===== config.mk =====
export PLATFORM = sky130hd
export DESIGN_NAME = recip_est_unit
export DESIGN_NICKNAME = d
export VERILOG_FILES = /design/src/rtl/recip_est_pkg.sv /design/src/rtl/recip_est_rom.sv /design/src/rtl/recip_est_interp.sv /design/src/rtl/recip_est_classify.sv /design/src/rtl/recip_est_unit.sv
export SDC_FILE = /design/constraint.sdc
export NUM_CORES = 1
export LEC_CHECK = 0
export CAP_MARGIN = 40
export CORE_ASPECT_RATIO = 1.25
export CORE_MARGIN = 5
export CORE_UTILIZATION = 41
export DETAILED_ROUTE_END_ITERATION = 6
export GPL_ROUTABILITY_DRIVEN = 1
export PLACE_DENSITY = 0.76
export RECOVER_POWER = 25
export SYNTH_ARGS = -nofsm -noshare
export SYNTH_HDL_FRONTEND = slang
export SYNTH_SLANG_ARGS = --single-unit

===== constraint.sdc =====
create_clock -name clk -period 10.2 [get_ports clk]
set_input_delay 2.04 -clock clk [delete_from_list [all_inputs] [get_ports clk]]
set_output_delay 2.04 -clock clk [all_outputs]
set_load 0.01 [all_outputs]

===== src/rtl/recip_est_pkg.sv =====
package recip_est_pkg;
   localparam int unsigned DW        = 64;
   localparam int unsigned EXP_W     = 11;
   localparam int unsigned FRAC_W    = 52;
   localparam int unsigned SIG_W     = 23;
   localparam int unsigned SIG_LSB   = 29;
   localparam int unsigned SLOPE_W   = 10;

   localparam logic [EXP_W-1:0] EXP_ONES = '1;
   localparam logic [EXP_W-1:0] EXP_LO   = 11'd895;
   localparam logic [EXP_W-1:0] EXP_HI   = 11'd1149;
   localparam logic [EXP_W-1:0] EXP_REFL = 11'h7FD;
   localparam logic [DW-2:0]    MAX_SGL_MAG = 63'h47EF_FFFF_E000_0000;

   typedef enum logic [2:0] {
      CAT_NORM,
      CAT_ZERO,
      CAT_INF,
      CAT_NAN,
      CAT_TINY,
      CAT_HUGE
   } op_cat_e;
endpackage


===== src/rtl/recip_est_rom.sv =====
module recip_est_rom
   import recip_est_pkg::*;
#(
   parameter int unsigned SEG_BITS = 5
) (
   input  logic [SEG_BITS-1:0] seg,
   output logic [SIG_W-1:0]    base,
   output logic [SLOPE_W-1:0]  slope
);
   always_comb begin
      unique case (seg)
         5'd0:  begin base = 23'h7FF800; slope = 10'h3E1; end
         5'd1:  begin base = 23'h783800; slope = 10'h3A7; end
         5'd2:  begin base = 23'h70EA00; slope = 10'h371; end
         5'd3:  begin base = 23'h6A0800; slope = 10'h340; end
         5'd4:  begin base = 23'h638800; slope = 10'h313; end
         5'd5:  begin base = 23'h5D6200; slope = 10'h2EA; end
         5'd6:  begin base = 23'h579000; slope = 10'h2C4; end
         5'd7:  begin base = 23'h520800; slope = 10'h2A0; end
         5'd8:  begin base = 23'h4CC800; slope = 10'h27F; end
         5'd9:  begin base = 23'h47CA00; slope = 10'h261; end
         5'd10: begin base = 23'h430800; slope = 10'h245; end
         5'd11: begin base = 23'h3E8000; slope = 10'h22A; end
         5'd12: begin base = 23'h3A2C00; slope = 10'h212; end
         5'd13: begin base = 23'h360800; slope = 10'h1FB; end
         5'd14: begin base = 23'h321400; slope = 10'h1E5; end
         5'd15: begin base = 23'h2E4A00; slope = 10'h1D1; end
         5'd16: begin base = 23'h2AA800; slope = 10'h1BE; end
         5'd17: begin base = 23'h272C00; slope = 10'h1AC; end
         5'd18: begin base = 23'h23D600; slope = 10'h19B; end
         5'd19: begin base = 23'h209E00; slope = 10'h18B; end
         5'd20: begin base = 23'h1D8800; slope = 10'h17C; end
         5'd21: begin base = 23'h1A9000; slope = 10'h16E; end
         5'd22: begin base = 23'h17AE00; slope = 10'h15B; end
         5'd23: begin base = 23'h14F800; slope = 10'h15B; end
         5'd24: begin base = 23'h124400; slope = 10'h143; end
         5'd25: begin base = 23'h0FBE00; slope = 10'h143; end
         5'd26: begin base = 23'h0D3800; slope = 10'h12D; end
         5'd27: begin base = 23'h0ADE00; slope = 10'h12D; end
         5'd28: begin base = 23'h088400; slope = 10'h11A; end
         5'd29: begin base = 23'h065000; slope = 10'h11A; end
         5'd30: begin base = 23'h041C00; slope = 10'h108; end
         default: begin base = 23'h020C00; slope = 10'h106; end
      endcase
   end
endmodule


===== src/rtl/recip_est_interp.sv =====
module recip_est_interp
   import recip_est_pkg::*;
#(
   parameter int unsigned SEG_BITS = 5,
   parameter int unsigned OFS_BITS = 10
) (
   input  logic [SEG_BITS+OFS_BITS-1:0] idx,
   output logic [SIG_W-1:0]             sig
);
   localparam int unsigned PROD_W = SLOPE_W + OFS_BITS;

   logic [SEG_BITS-1:0] seg;
   logic [OFS_BITS-1:0] ofs;
   logic [SIG_W-1:0]    base;
   logic [SLOPE_W-1:0]  slope;
   logic [PROD_W-1:0]   prod;
   logic [PROD_W:0]     biased;

   assign seg = idx[SEG_BITS+OFS_BITS-1:OFS_BITS];
   assign ofs = idx[OFS_BITS-1:0];

   recip_est_rom #(.SEG_BITS(SEG_BITS)) rom_i (
      .seg   (seg),
      .base  (base),
      .slope (slope)
   );

   assign prod   = PROD_W'(slope) * PROD_W'(ofs);
   assign biased = {1'b0, prod} + {{PROD_W{1'b0}}, 1'b1};
   assign sig    = base - SIG_W'(biased[PROD_W:1]);
endmodule


===== src/rtl/recip_est_classify.sv =====
module recip_est_classify
   import recip_est_pkg::*;
(
   input  logic [EXP_W-1:0]  exp_f,
   input  logic [FRAC_W-1:0] frac_f,
   output op_cat_e           cat
);
   logic frac_nz;
   assign frac_nz = |frac_f;

   always_comb begin
      if (exp_f == '0 && !frac_nz)   cat = CAT_ZERO;
      else if (exp_f == EXP_ONES)    cat = frac_nz ? CAT_NAN : CAT_INF;
      else if (exp_f < EXP_LO)       cat = CAT_TINY;
      else if (exp_f >= EXP_HI)      cat = CAT_HUGE;
      else                           cat = CAT_NORM;
   end
endmodule


===== src/rtl/recip_est_unit.sv =====
module recip_est_unit
   import recip_est_pkg::*;
#(
   parameter int unsigned SEG_BITS   = 5,
   parameter int unsigned OFS_BITS   = 10,
   parameter bit          REGISTERED = 1'b1
) (
   input  logic          clk,
   input  logic          rst_n,
   input  logic          in_valid,
   input  logic [63:0]   in_operand,
   output logic          out_valid,
   output logic [63:0]   out_result,
   output logic          out_zero_div
);
   localparam int unsigned IDX_W = SEG_BITS + OFS_BITS;

   generate
      if (SEG_BITS != 5 || OFS_BITS != 10) begin : g_bad_geom
         $error("recip_est_unit: tables are built for 5 segment bits and 10 offset bits");
      end
   endgenerate

   logic              sgn;
   logic [EXP_W-1:0]  exp_f;
   logic [FRAC_W-1:0] frac_f;
   op_cat_e           cat;
   logic [SIG_W-1:0]  sig;
   logic [DW-1:0]     res_c;
   logic              zd_c;

   assign sgn    = in_operand[63];
   assign exp_f  = in_operand[62:52];
   assign frac_f = in_operand[51:0];

   recip_est_classify cls_i (
      .exp_f  (exp_f),
      .frac_f (frac_f),
      .cat    (cat)
   );

   recip_est_interp #(.SEG_BITS(SEG_BITS), .OFS_BITS(OFS_BITS)) interp_i (
      .idx (frac_f[FRAC_W-1 -: IDX_W]),
      .sig (sig)
   );

   always_comb begin
      zd_c = 1'b0;
      unique case (cat)
         CAT_ZERO: begin
            res_c = {sgn, EXP_ONES, {FRAC_W{1'b0}}};
            zd_c  = 1'b1;
         end
         CAT_INF:  res_c = {sgn, {(DW-1){1'b0}}};
         CAT_NAN:  res_c = in_operand | (64'd1 << (FRAC_W-1));
         CAT_TINY: res_c = {sgn, MAX_SGL_MAG};
         CAT_HUGE: res_c = {sgn, {(DW-1){1'b0}}};
         default:  res_c = {sgn, EXP_REFL - exp_f, sig, {SIG_LSB{1'b0}}};
      endcase
   end

   generate
      if (REGISTERED) begin : g_reg
         always_ff @(posedge clk) begin
            if (!rst_n) begin
               out_valid    <= 1'b0;
               out_result   <= '0;
               out_zero_div <= 1'b0;
            end else begin
               out_valid <= in_valid;
               if (in_valid) begin
                  out_result   <= res_c;
                  out_zero_div <= zd_c;
               end
            end
         end
      end else begin : g_comb
         assign out_valid    = in_valid;
         assign out_result   = res_c;
         assign out_zero_div = zd_c & in_valid;
      end
   endgenerate
endmodule


# Yosys cells after proc, flatten, opt, wreduce, memory -nomap -nowiden
# Memory sizes are Yosys's and may differ from the RTL's.
# Cells that the tools add are included.
# totals
output_inout_bits	66
mem_count	1
inputBits	67
word_cells	28
register_bits	66
romBits	768
# mem_list
name	depth	word_bits	rd	rd_clocked_by_memory_dff	write_ports	line	rtl
(no name shown)	32	24	1	0	0	recip_est_rom.sv:11	unique case (seg)
# classes
n_addsub	3
n_lt_le_gt_ge	2
n_mul	1
n_mux	7
reduce_logical	5
n_eq_ne	6
# ops
cell	count
$pmux 63 s4	1
$reduce_or 52->1	1
$sub 23x20->23	1
$add 20x1->21 const B	1
$mul 10x10->20	1
$mux 3	4
$eq 11x11->1 const B	1
$ge 11x11->1 const B	1
$logic_not 11->1	1
$lt 11x10->1 const B	1
$sub 11x11->11 const A	1
$eq 3x2->1 const B	2
$eq 3x3->1 const B	2
$eq 3x1->1 const B	1
$mux 1	2
$reduce_or 2->1	1
$logic_and 1x1->1	1
$logic_not 1->1	1

# Depth between registers and ports, before layout
# Gate-level depths: netlist of the first run.
# logic_depth
ltp_word	8
ltp_mapped	39
depth_no_buf	36

# By module
# Synthesis of the first run repeated with hierarchy kept, for this count alone.
# unflattened
cells_unflattened	1119
hier_area_um2	8932.3
# modules_own_cells
module	n_inst	area_each_um2	cells_per_inst	seq_area_each_um2
recip_est_interp	1	4685.7	573	0.0
recip_est_unit	1	2821.5	334	1321.3
recip_est_rom	1	1188.6	175	0.0
recip_est_classify	1	236.5	37	0.0

# Worst setup path before layout of the first run
# No wires, ideal clock.
# synth_timing
path_kind	input to register
from	in in_operand[47]
to	reg out_result[49]
t_required_ns	10.127
arrival_ns	9.822
setup_time_ns	0.073
path_buffers	2
cell_stages	36
path_slack_ns	0.305
cell_sequence	clkbuf_1 > inv_1 > ha_1 > inv_1 > nand2_1 > o21ai_0 > o21a_1 > o21ai_1 > nand2_1 > fa_1 > inv_1 > fa_1 > inv_1 > fa_1 > inv_1 > fa_1 > inv_1 > fa_1 > inv_1 > ha_1 > clkbuf_1 > a21o_1 > o2bb2ai_1 > a311oi_1 > o21ai_0 > a211o_1 > a21oi_1 > xor2_1 > ha_1 > nand3_1 > a21oi_1 > nor2b_1 > and4_4 > or4_1 > a311o_1 > o211ai_2
# synth_via
elab_chain_cells	7
word_cells_on_any_way	17
cone_classes	add/sub (2); mul (1); eq/ne (5); mux (4); reduce/logical (4); memory (1)
# synth_lines
element	line	rtl
from (decl)	recip_est_unit.sv:11	input logic [63:0] in_operand,
parallel branches: the longest is 6 deep, another holds $mem_v2 32x24	--	
$pmux 63 s4 *	recip_est_unit.sv:49	unique case (cat)
to (signal assigned)	recip_est_unit.sv:72	out_result <= res_c;
to (decl)	recip_est_unit.sv:13	output logic [63:0] out_result,
# Mark *: on every way between the ends.
# A chain may end at the register's enable or synchronous reset.

# Worst setup path after layout of the first run
# Same ends and word-level chain as after synthesis.

==> flow_summary.ini, run 1 <==
[route]
finalWirelength_um = 26000
drcViolationCount = 0
vias_per_cell = 5.58
drtPass1Iterations = 5
vias = 8274
ant_nets = 0
first_iter_violations = 524
wire_per_inst_um = 17.5

[pwr]
clockPowerShare_pct = 8.8
internal_power_w = 0.00173
p_switching_w = 0.00163
power.share.switching_pct = 48.5
peakVddDrop_mv = 0.262
combPwrFrac_pct = 82.5
leakage_nw = 4.88
power_frac_seq_pct = 8.8
power_density_nw_per_um2 = 310
power_w = 0.00335

[timing]
setup_slack_ns = 0.481
period_needed_ns = 9.72
final.period_utilization_pct = 95.3
fmax_ghz = 0.103
finalHoldViolCount = 0
slew_headroom_pct = -31.0
worst_pin_slew_ns = 1.96
rsz0062_at_grt = no
holdWs_ns = 0.477
slew_violations = 51
setup_viol = 0
setup_tns_ns = 0
clock-skew-final_ns = 0

[finish]
layout_common_cells = 100 x clkdlybuf4s50_1, 89 x nand2_1, 86 x ha_1, 84 x buf_4, 80 x inv_1
drive_above_1_share_pct = 10.7
areaGrowthSynthToFinish_pct = 28.8
post-route-util_pct = 53.7
nFillCells = 1845
final_common_cell = clkdlybuf4s50_1
fin_nets = 1425
antenna_cells = 0

[yosys]
synth_async_sr_flop_share_pct = 0
syn_inst = 1038
synth_area_um2 = 8400
syn_nets = 1254
yosys.cell_types.count = 75
synth_edf_count = 0
ys_warn_count = 0
syn_area_per_cell_um2 = 8.10
ys.flop_type = dfxtp_1
ys_ff_latch = 66
ys_seq_area_share_pct = 15.7

[cts]
cts_buffer_depth = 2
post-cts-setup-buffers = 0
path_clk_slew_ns = 0.06
numCtsBuffers = 9
numClockSinks = 66
htree_levels = 3
cts_tree = done
clock_latency_ns = 0.33
root_buffer = clkbuf_16

[floorplanning]
core-area_um2 = 20200
row_count = 58
die_x_um = 138
io_pins = 133
dieArea_um2 = 23500
initial_core_util_pct = 41.7
fp.dieH_um = 170

[critical_path]
critPathMaxFanout = 9
worst_setup_path_start_kind = primary input
required_ns = 10.46
cp_common_cell = inv_1
r2r_setup_slack_ns = 8.95
path_class = primary input to register
cp.arrival_ns = 9.98
slowest_stage = fa_1
worst_path_largest_cell_delay_ns = 0.54
crit_path_end_kind = register

[outcome]
violations = max-capacitance violations, max-slew violations
status = complete, but fails checks

[worst_hold_path]
hp-class = register to register

[global_routing]
grt_antenna_before_repair = 0
grt_pass1_vias = 8146
grt_usage_pct = 21.7
grt_overflow = 0
grt_max_degree = 51
grt_pass1_wl_um = 42200

[placement]
dp_slack_ns = -0.00497
gp_congestion = 0.941
port_buffers = 132
place_hpwl_um = 21000

[flow_run]
cap_viol_max_count = 1
-- power groups by stage --
stage	sequential, W	combinational (W)	clock [W]
final	0.000294	0.00277	0.000294
after floorplan	0.000309	0.00188	0
after CTS	0.000294	0.00273	0.000298
after detailed placement	0.000299	0.00271	0
after global routing	0.000296	0.00308	0.000309
after global placement	0.000298	0.00266	0
-- synthesized netlist by cell type, drive strengths merged, types with 11 or more instances --
cell type | n | area share, %
a21o | 16 | 1.4
a21oi | 65 | 3.9
a221oi | 11 | 1.1
a22o | 30 | 3.1
a31oi | 14 | 1.0
and2 | 67 | 5.0
buf | 15 | 0.83
clkbuf | 45 | 2.0
dfxtp | 66 | 16
fa | 63 | 15
ha | 86 | 13
inv | 80 | 3.6
nand2 | 89 | 4.0
nand2b | 15 | 1.1
nand3 | 18 | 1.1
nor2 | 62 | 2.8
nor2b | 24 | 1.8
nor3 | 19 | 1.2
nor4 | 17 | 1.3
o21ai | 68 | 4.0
xnor2 | 16 | 1.7
xor2 | 18 | 1.9
-- per-layer routing --
layer,part of all wire [%],vias to the layer above,GRT usage (%),wire (um)
li1,-,4003,-,-
met1,42,3982,26.2,10800
met5,0,-,0,0
met2,51,238,40.1,13300
met3,4.6,51,2.78,1190
met4,2.7,0,6.96,705
-- layout make-up --
class                           instances  area (um2)  share of cell area [%]
Multi-Input combinational cell        832        6580                    60.8
Timing Repair Buffer                  220        2000                    18.5
Clock buffer                            9         225                    2.08
Clock inverter                          7        60.1                   0.555
Inverter                               80         300                    2.77
Tap cell                              270         338                    3.12
Sequential cell                        66        1320                    12.2
-- worst paths after layout --
path              depth (start not counted)        endpoint            from
hold / removal                            1  out_result[15]  out_result[15]
setup / recovery                         37  out_result[49]  in_operand[47]
hold reg to reg                           1  out_result[15]  out_result[15]
setup reg to reg                          4  out_result[48]  out_result[48]
-- critical path: cells and delay by family --
family | cells | cell delay (ns)
buf+inv | 11 | 1.31
fa+ha+maj | 8 | 3.47
compound gates | 10 | 1.69
xor+xnor | 1 | 0.21
simple gates | 7 | 1.25
-- timing repair --
item / CTS / global route
hold buffers: 0 / 0
setup endpoints to repair: 0 / 6
gates resized for setup: 0 / 10
-- sequential cells by signal (all words and copies together), names as in the netlist --
name	flops
out_result	64
out_zero_div	1
out_valid	1
-- cell families after synthesis --
group / count (synthesis) / synth area share, %
and+or+nand+nor: 348 / 21.5
adders and majority gates: 149 / 27.8
muxes: 9 / 1.09
DFF: 66 / 15.7
xor gates and xnor gates: 34 / 3.54
AOI/OAI and AO/OA: 292 / 24.0
buffers and inverters: 140 / 6.42
-- through the flow --
step                      area [um2]  cells
after floorplan                 8400   1038
after global placement         10500   1466
after detailed placement       10500   1468
after CTS                      10800   1484
after global routing           10800   1484
final                          10800   1484
Power figures use the tool's default switching activity.
==> run 2: changes to the inputs <==
--- a/config.mk
+++ b/config.mk
@@ -6,13 +6,14 @@
 export NUM_CORES = 1
 export LEC_CHECK = 0
 export CAP_MARGIN = 40
-export CORE_ASPECT_RATIO = 1.25
+export CORE_ASPECT_RATIO = 0.75
 export CORE_MARGIN = 5
 export CORE_UTILIZATION = 41
 export DETAILED_ROUTE_END_ITERATION = 6
 export GPL_ROUTABILITY_DRIVEN = 1
 export PLACE_DENSITY = 0.76
 export RECOVER_POWER = 25
+export SETUP_SLACK_MARGIN = 0.1
 export SYNTH_ARGS = -nofsm -noshare
 export SYNTH_HDL_FRONTEND = slang
 export SYNTH_SLANG_ARGS = --single-unit
==> run 2 against run 1 <==
  * Clock power increased by 7.5%
  * Clock skew unchanged
  * Critical endpoint is now out_result[48]
  * The flow finishes with violations (design-rule violations, max-capacitance violations, max-slew violations)
  * Largest power group unchanged
  * Sequential power about the same
  * Clock-buffer cell count increased by 1
  * Critical path depth decreased by 1
  * Worst setup slack got worse by 0.026 ns
  * First-iteration DRC count increased by 68%
  * Critical path type unchanged
  * Cell area about the same
==> flow_summary.ini, run 2 (synthesis results as in run 1) <==
[pwr]
leakage_nw = 4.85
combPwrFrac_pct = 82.4
power_density_nw_per_um2 = 321
power_frac_seq_pct = 8.5
power.share.switching_pct = 49.2
p_switching_w = 0.00171
clockPowerShare_pct = 9.1
peakVddDrop_mv = 0.335
power_w = 0.00347
internal_power_w = 0.00176

[critical_path]
path_class = primary input to register
worst_path_largest_cell_delay_ns = 0.54
worst_setup_path_start_kind = primary input
cp.arrival_ns = 9.99
cp-endpoint = out_result[48]
required_ns = 10.45
slowest_stage = fa_1
r2r_setup_slack_ns = 8.77
cp-startpoint = in_operand[47]
critPathMaxFanout = 5
crit_path_end_kind = register
ff2ff_path_depth = 4
cp_common_cell = inv_1
r2r_start = out_result[48]
timing.rr.end = out_result[48]

[finish]
fin_nets = 1412
layout_common_cells = 100 x clkdlybuf4s50_1, 89 x nand2_1, 84 x ha_1, 79 x inv_1, 70 x buf_4
antenna_cells = 0
final_common_cell = clkdlybuf4s50_1
drive_above_1_share_pct = 10.6
seq_area_um2 = 1320
regMostFlops = out_result
multi_input_area_um2 = 6650
top_regs = out_result (64), out_valid (1), out_zero_div (1)
areaGrowthSynthToFinish_pct = 28.9
fin_cells = 1459
largest_reg_flops = 64
nFillCells = 1854

[cts]
cts_tree = done
numCtsBuffers = 9
numClockSinks = 66
htree_levels = 3
root_buffer = clkbuf_16
path_clk_slew_ns = 0.06
cts_buffer_depth = 2
clock_latency_ns = 0.33

[timing]
final.period_utilization_pct = 95.5
setup_tns_ns = 0
worst_pin_slew_ns = 2.02
finalHoldViolCount = 0
clock-skew-final_ns = 0
setup_slack_ns = 0.455
setup_viol = 0
rsz0062_at_grt = yes
period_needed_ns = 9.74
slew_violations = 51
slew_headroom_pct = -34.5
fmax_ghz = 0.103

[route]
finalWirelength_um = 26900
vias_per_cell = 5.74
drtPass1Iterations = 7
wire_per_inst_um = 18.4
drcViolationCount = 3
vias = 8376
ant_nets = 0
first_iter_violations = 882

[outcome]
violations = design-rule violations, max-capacitance violations, max-slew violations
status = complete, but fails checks

[flow_run]
cap_viol_max_count = 1

[placement]
place_hpwl_um = 21000
gp_congestion = 0.968
dp.cells = 1440
dp_slack_ns = -0.0531
port_buffers = 132

[floorplanning]
row_count = 45
initial_core_util_pct = 41.6
core-area_um2 = 20200
die_x_um = 175
dieArea_um2 = 23500
fp.dieH_um = 134
io_pins = 133

[global_routing]
grt_overflow = 0
grt_pass1_wl_um = 43500
grt_pass1_vias = 8005
grt_antenna_before_repair = 0
grt_max_degree = 51
grt_usage_pct = 22.7

[worst_hold_path]
hp-class = register to register
[run 2: cell count changes in the layout (fill, tap and decap cells not counted), moves of 2 or more]
| cell | before | now |
|---|---|---|
| clkinvlp_4 | 3 | 1 |
| o31ai_1 | 6 | 4 |
| inv_6 | 3 | 1 |
| o31ai_2 | 0 | 2 |
| a21oi_2 | 0 | 2 |
| ha_1 | 86 | 84 |
| clkinv_2 | 0 | 2 |
| buf_4 | 84 | 70 |
| a21oi_1 | 65 | 63 |
[run 2: worst min-delay path by stage]
stage,startpoint,slack [ns],cells past startpoint,endpoint
global route,out_result[28],0.48,1,out_result[28]
CTS,out_result[18],0.48,1,out_result[18]
floorplan,out_result[52],0.50,2,out_result[52]
finish,out_result[24],0.47,1,out_result[24]
global placement,out_result[9],0.46,1,out_result[9]
detailed placement,out_result[0],0.46,1,out_result[0]
[run 2: timing repair]
action | 4_1_cts | 5_1_grt
endpoints found under the setup margin | 0 | 6
hold buffers | 0 | 0
setup buffers | 0 | 3
hold endpoints to repair | 0 | 0
gates resized for setup | 0 | 22
[run 2: power by group through the flow]
stage	sequential, W	clock [W]	combinational [W]
3_5_place_dp	0.000302	0	0.00269
4_1_cts	0.000296	0.000320	0.00272
6_report	0.000296	0.000316	0.00286
3_3_place_gp	0.000301	0	0.00266
5_1_grt	0.000298	0.000334	0.00313
2_1_floorplan	0.000309	0	0.00188
[run 2: per-stage QoR]
stage	instance area, um2	hold WS (ns)	util, %
finish	10800	0.471	53.6
global route	10800	0.484	53.6
CTS	10700	0.480	53.0
detailed placement	10400	0.463	51.5
global placement	10400	0.461	51.3
floorplan	8400	0.499	-
[run 2: cell type report]
type	count	share of cell area [%]
repair buffers	207	17.8
multi-input cells	832	61.4
inverters	80	2.77
well taps	258	2.98
clock inverters	6	0.601
flip-flops and latches	66	12.2
clock buffers	10	2.21
[run 2: worst max-delay path, delay by kind of cell]
family                   cells  cell delay [ns]
adder cells (fa/ha/maj)      8             3.47
AO/OA/AOI/OAI               13             2.52
buffers and inverters        8             0.89
AND/OR/NAND/NOR              5             0.63
multiplexers                 1             0.33
XOR/XNOR                     1             0.11
[run 2: routing by layer]
layer,part of all wire [%],track usage (%),vias to the layer above,wire length [um]
met5,0,0,-,0
li1,-,-,3979,-
met3,9.3,4.56,36,2490
met4,2.0,5.10,0,535
met1,46,33.8,3994,12500
met2,42,33.7,367,11400
